File: src/rtl/spi_varlen_master.sv
module spi_varlen_master #(
  parameter int HALF_DIV = 4
) (
  input  logic        clk,
  input  logic        rst_n,
  input  logic        start,
  input  logic [2:0]  len_sel,
  input  logic [31:0] tx_data,
  input  logic        miso,
  output logic        sclk,
  output logic        cs_n,
  output logic        mosi,
  output logic        done,
  output logic [7:0]  reply,
  output logic        reply_valid
);
  localparam int DW = (HALF_DIV > 1) ? $clog2(HALF_DIV) : 1;
  localparam logic [DW-1:0] DLY_LOAD = DW'(HALF_DIV - 1);

  logic          active;
  logic [31:0]   shreg;
  logic [5:0]    bits_left;
  logic [5:0]    rise_cnt;
  logic [DW-1:0] dly;
  logic [7:0]    rx_sh;
  logic [5:0]    len_bits;

  always_comb begin
    case (len_sel)
      3'b001:  len_bits = 6'd8;
      3'b010:  len_bits = 6'd16;
      3'b011:  len_bits = 6'd24;
      3'b100:  len_bits = 6'd32;
      default: len_bits = 6'd0;
    endcase
  end

  assign mosi = shreg[31];

  always_ff @(posedge clk or negedge rst_n) begin
    if (!rst_n) begin
      active      <= 1'b0;
      sclk        <= 1'b0;
      cs_n        <= 1'b1;
      done        <= 1'b0;
      reply_valid <= 1'b0;
      reply       <= '0;
      rx_sh       <= '0;
      shreg       <= '0;
      bits_left   <= '0;
      rise_cnt    <= '0;
      dly         <= DLY_LOAD;
    end else begin
      done        <= 1'b0;
      reply_valid <= 1'b0;
      if (!active) begin
        sclk      <= 1'b0;
        cs_n      <= 1'b1;
        shreg     <= tx_data;
        bits_left <= len_bits;
        rise_cnt  <= '0;
        dly       <= DLY_LOAD;
        if (start && len_bits != 6'd0) begin
          active <= 1'b1;
          cs_n   <= 1'b0;
        end
      end else if (dly != '0) begin
        dly <= dly - 1'b1;
      end else begin
        dly  <= DLY_LOAD;
        sclk <= ~sclk;
        if (!sclk) begin
          rx_sh    <= {rx_sh[6:0], miso};
          rise_cnt <= rise_cnt + 6'd1;
          if (rise_cnt == 6'd23) reply <= {rx_sh[6:0], miso};
        end else begin
          shreg     <= {shreg[30:0], 1'b0};
          bits_left <= bits_left - 6'd1;
          if (bits_left == 6'd1) begin
            active      <= 1'b0;
            cs_n        <= 1'b1;
            done        <= 1'b1;
            reply_valid <= (rise_cnt >= 6'd24);
          end
        end
      end
    end
  end

  assert_idle_clock_low_R1: assert property (@(posedge clk) disable iff (!rst_n)
    cs_n |-> !sclk);

  assert_mosi_stable_high_R4: assert property (@(posedge clk) disable iff (!rst_n)
    (sclk && $past(sclk)) |-> $stable(mosi));

  assert_done_with_deselect_R6: assert property (@(posedge clk) disable iff (!rst_n)
    done |-> $rose(cs_n));

  assert_deselect_only_at_end_R6: assert property (@(posedge clk) disable iff (!rst_n)
    $rose(cs_n) |-> done);

  assert_done_single_R6: assert property (@(posedge clk) disable iff (!rst_n)
    done |=> !done);

  assert_reply_valid_with_done_R7: assert property (@(posedge clk) disable iff (!rst_n)
    reply_valid |-> done);
endmodule

File: config.mk
export PLATFORM = sky130hd
export DESIGN_NAME = spi_varlen_master
export DESIGN_NICKNAME = d
export VERILOG_FILES = /design/src/rtl/spi_varlen_master.sv
export SDC_FILE = /design/constraint.sdc
export NUM_CORES = 1
export LEC_CHECK = 0
export ABC_AREA = 1
export BUFFER_PORTS_ARGS = -buffer_cell sky130_fd_sc_hd__buf_2
export CAP_MARGIN = 20
export CORE_MARGIN = 3
export CORE_UTILIZATION = 38
export DETAILED_ROUTE_END_ITERATION = 16
export PLACE_DENSITY = 0.62
export SLEW_MARGIN = 25
export SYNTH_ARGS = -nofsm -noshare
export SYNTH_HDL_FRONTEND = slang
export SYNTH_SLANG_ARGS = --single-unit
export TNS_END_PERCENT = 30
File: constraint.sdc
create_clock -name clk -period 4 [get_ports clk]
set_input_delay 0.6 -clock clk [delete_from_list [all_inputs] [get_ports clk]]
set_output_delay 0.6 -clock clk [all_outputs]
set_load 0.01 [all_outputs]
==> report_table.html <==
<table>
<tr><th>Metric</th><th>Value</th></tr>
<tr><th colspan="2">Die</th></tr>
<tr><td>Standard-cell rows</td><td>31</td></tr>
<tr><td>Overall die width</td><td>93.6 um</td></tr>
<tr><td># IOs</td><td>52</td></tr>
<tr><td>Core area</td><td>0.00733 mm^2</td></tr>
<tr><td>Initial core utilization</td><td>39.8%</td></tr>
<tr><td>Die Y-Extent</td><td>93.6 um</td></tr>
<tr><td>DIE AREA</td><td>0.00876 mm^2</td></tr>
<tr><th colspan="2">Clock tree</th></tr>
<tr><td>Clock tree from TritonCTS</td><td>yes</td></tr>
<tr><td>Reg clk slew, reported paths</td><td>0.07 ns</td></tr>
<tr><td>Quantity of hold-fixing buffers added after cts</td><td>0</td></tr>
<tr><td>Clock Root Buffer</td><td>sky130_fd_sc_hd__clkbuf_8</td></tr>
<tr><td>Clock latency reported for the late side of the worst-skew pair</td><td>0.34 ns</td></tr>
<tr><td>Post-CTS Setup Bufs</td><td>0</td></tr>
<tr><td>Maximum level of the CTS H-tree</td><td>3</td></tr>
<tr><td>Max clock buf depth</td><td>2</td></tr>
<tr><td>Clk sinks</td><td>66</td></tr>
<tr><td>CTS-repair resized insts</td><td>0</td></tr>
<tr><td>Clock buffers created by TritonCTS</td><td>9</td></tr>
<tr><th colspan="2">Global routing</th></tr>
<tr><td>Largest net degree at the start of global routing</td><td>49</td></tr>
<tr><td>Via count of the first global-routing pass</td><td>roughly 2400</td></tr>
<tr><td>Initial antenna violation count</td><td>0</td></tr>
<tr><td>Residual overflow from global routing</td><td>0</td></tr>
<tr><td>Combined global-route utilization of all metal layers</td><td>approximately 16%</td></tr>
<tr><td>Wire length of the first global-routing pass</td><td>11.0 mm</td></tr>
<tr><th colspan="2">Synth</th></tr>
<tr><td>Most used flip-flop cell after synthesis</td><td>sky130_fd_sc_hd__dfrtp_1</td></tr>
<tr><td>Most numerous cell types in the synthesized netlist</td><td>sky130_fd_sc_hd__nand2_1, sky130_fd_sc_hd__dfrtp_1, sky130_fd_sc_hd__nor2_1</td></tr>
<tr><td>Instance count of the mapped netlist</td><td>between 300 and 400</td></tr>
<tr><td>Proportion of synthesized area in mux cells</td><td>0%</td></tr>
<tr><td>Area fraction in compound gates after synthesis</td><td>11.8%</td></tr>
<tr><td>Distinct cells, synth</td><td>20</td></tr>
<tr><td>Number of warnings reported in the yosys synthesis log</td><td>0</td></tr>
<tr><td>Mapped Nets</td><td>379</td></tr>
<tr><td>Most area-consuming cells after synthesis</td><td>sky130_fd_sc_hd__dfrtp_1, sky130_fd_sc_hd__nand2_1, sky130_fd_sc_hd__nor2_1, sky130_fd_sc_hd__o22ai_1, sky130_fd_sc_hd__nand3_1</td></tr>
<tr><td>Post-Synth Simple-Gate Area</td><td>22.1%</td></tr>
<tr><td>Synthesized area divided by synthesized cell count</td><td>a little under 9 um^2</td></tr>
<tr><td>Adder-cell share of the synthesized area</td><td>around 2.1%</td></tr>
<tr><td>Cell with the most instances after synthesis</td><td>sky130_fd_sc_hd__nand2_1</td></tr>
<tr><td>Number of enable-type register cells in the synthesized netlist</td><td>0</td></tr>
<tr><td>FFs w/ async S/R, synth</td><td>100%</td></tr>
<tr><td>Combinational family with the most area after synthesis</td><td>simple AND/OR/NAND/NOR gates</td></tr>
<tr><td>Portion of synthesized cell area occupied by the leading cell type</td><td>54.1%</td></tr>
<tr><td>Yosys top cell by area</td><td>sky130_fd_sc_hd__dfrtp_1</td></tr>
<tr><td>Cell area after technology mapping</td><td>0.00292 mm^2</td></tr>
<tr><td>Flops &amp; latches, synth</td><td>66</td></tr>
<tr><td>Xor-xnor portion of the synthesized cell area</td><td>0%</td></tr>
<tr><td>Share of the yosys chip area belonging to registers</td><td>a little under three fifths</td></tr>
<tr><th colspan="2">Timing</th></tr>
<tr><td>Part of the cycle the worst path needs</td><td>53.4%</td></tr>
<tr><td>Final hold violation count</td><td>0</td></tr>
<tr><td>Setup violators final</td><td>0</td></tr>
<tr><td>Relative slew slack</td><td>around 40%</td></tr>
<tr><td>Final worst-path setup slack</td><td>around 1.9 ns</td></tr>
<tr><td>Worst-Margin Slew</td><td>about 0.9 ns</td></tr>
<tr><td>Setup TNS after final layout</td><td>0 ns</td></tr>
<tr><td>Final number of max-transition violations</td><td>0</td></tr>
<tr><td>Timing-limited maximum frequency</td><td>0.468 GHz</td></tr>
<tr><td>Time the worst path needs with I/O delays and setup</td><td>2.14 ns</td></tr>
<tr><td>Worst clock skew on the final layout</td><td>0.00934 ns</td></tr>
<tr><td>RSZ-0062 raised after global routing</td><td>no</td></tr>
<tr><th colspan="2">Placement</th></tr>
<tr><td>Worst slack, placed</td><td>1.87 ns</td></tr>
<tr><td>Post-place instance area</td><td>0.00324 mm^2</td></tr>
<tr><td>Detailed Place HPWL</td><td>4.22 mm</td></tr>
<tr><td>Final RePlAce weighted congestion</td><td>0.825</td></tr>
<tr><td>Instance count after placement with tap cells included</td><td>475</td></tr>
<tr><td>Port-buffer cells</td><td>51</td></tr>
<tr><th colspan="2">Critical path</th></tr>
<tr><td>Type of origin of the critical path</td><td>register</td></tr>
<tr><td>Worst Setup SP</td><td>dly[0]</td></tr>
<tr><td>Crit Path Class</td><td>register to register</td></tr>
<tr><td>Type of destination of the critical path</td><td>register</td></tr>
<tr><td>Arrival time worst endpoint</td><td>2.39 ns</td></tr>
<tr><td>Data required time at the worst endpoint</td><td>between 4 and 5 ns</td></tr>
<tr><td>Start of the worst register-to-register path</td><td>dly[0]</td></tr>
<tr><td>Largest fanout of any net on the critical path</td><td>22</td></tr>
<tr><th colspan="2">Finish</th></tr>
<tr><td>Fin util</td><td>47.0%</td></tr>
<tr><td>Non-filler cells in the finished layout</td><td>between 400 and 500</td></tr>
<tr><td>Layout Cell Area excl Fill</td><td>0.00345 mm^2</td></tr>
<tr><td>Share of post-route cells with drive strength above 1</td><td>between 20% and 30%</td></tr>
<tr><td>Area growth from synthesis to final layout</td><td>18.2%</td></tr>
<tr><td>Number of nets in the finished design</td><td>431</td></tr>
<tr><td>Number of diodes added for antenna fixing</td><td>0</td></tr>
<tr><th colspan="2">Job</th></tr>
<tr><td>Max Cap Viol</td><td>0</td></tr>
<tr><th colspan="2">Power and ir drop</th></tr>
<tr><td>Power Density</td><td>372 mW/mm^2</td></tr>
<tr><td>Leakage power</td><td>~1.9 nW</td></tr>
<tr><td>VDD IR max</td><td>195 uV</td></tr>
<tr><th colspan="2">Routing</th></tr>
<tr><td>Count of antenna-violating nets left after detailed routing</td><td>0</td></tr>
<tr><td>Per-cell via count in the routed design</td><td>4.86</td></tr>
<tr><td>Post-DR wirelength/cell</td><td>between 10 and 15 um</td></tr>
<tr><td>Routed Wire Length</td><td>6.12 mm</td></tr>
<tr><td>Initial DRT Pass Iterations</td><td>5</td></tr>
<tr><td>DR vias</td><td>2387</td></tr>
<tr><td>Post-detailed-route DRC marker count</td><td>0</td></tr>
<tr><td>DR iter-0 viols</td><td>151</td></tr>
<tr><th colspan="2">Min path</th></tr>
<tr><td>Class of the tightest hold or removal check</td><td>input pin to async pin</td></tr>
<tr><th colspan="2">Outcome</th></tr>
<tr><td>Result of the run</td><td>finished, final reports clean</td></tr>
</table>
placed cells by master, fill, tap and decap left out, drive strengths merged:
master and instances:
a21oi 22, buf 54, bufinv 1, clkbuf 12, clkinv 1, clkinvlp 2, dfrtp 63, dfstp 3
ha 5, inv 35, nand2 76, nand3 26, nand4 1, nor2 50, nor3 2, o21ai 9
o22ai 29, o31ai 1
layer usage:
metal  wire [um]  up-vias  global-route usage [%]
met5           0        -                       0
met4          83        0                    5.05
met3         333       10                    5.15
met2        2770       52                    23.8
met1        2930     1130                    21.5
li1            -     1195                       -
state kept, by name, summed over array words and instances (netlist names):
register     cells
shreg           32
reply            8
rx_sh            7
bits_left        6
rise_cnt         6
dly              2
active           1
cs_n             1
done             1
reply_valid      1
sclk             1
layout make-up:
cell class | instances | area (um^2)
tap | 99 | 124
sequential | 66 | 1660
timing repair buffer | 54 | 278
fill | 728 | 3880
inverter | 35 | 131
clock inverter | 4 | 50.0
clock buffer | 12 | 155
multi-input combinational | 221 | 1050
critical path, stage by stage, from the launching register on:
cell and delay [ns]:
sky130_fd_sc_hd__dfstp_2 0.53, sky130_fd_sc_hd__inv_1 0.04, sky130_fd_sc_hd__ha_1 0.24, sky130_fd_sc_hd__nand3_1 0.68
sky130_fd_sc_hd__inv_1 0.34, sky130_fd_sc_hd__a21oi_1 0.23
cell families (layout without fill, tap and decap cells):
| logic type | after synthesis | after routing |
|---|---|---|
| flops | 66 | 66 |
| simple gates | 155 | 155 |
| buf+inv | 48 | 105 |
| compound gates | 61 | 61 |
| fa+ha+maj | 5 | 5 |
path summary, 6_finish.rpt:
path,end,cells after the start,slack [ns]
max,shreg[8],5,1.86
min,reply_valid,1,0.22
max reg2reg,shreg[8],5,1.86
min reg2reg,dly[0],1,0.45
max in group asynchronous,shreg[29],2,2.84
min in group clk,dly[0],1,0.45
report_power, final:
| part | switching (mW) | total [mW] | internal [mW] |
|---|---|---|---|
| clock network | 0.249 | 0.570 | 0.321 |
| logic | 0.0223 | 0.0380 | 0.0156 |
| registers | 0.00281 | 0.674 | 0.671 |
metrics by stage:
step           power [mW]  hold slack, ns
2_1_floorplan       0.690           0.304
3_3_place_gp        0.725           0.431
3_5_place_dp        0.726           0.435
4_1_cts              1.30           0.224
5_1_grt              1.34           0.240
6_report             1.28           0.216
Power figures use the tool's default switching activity.
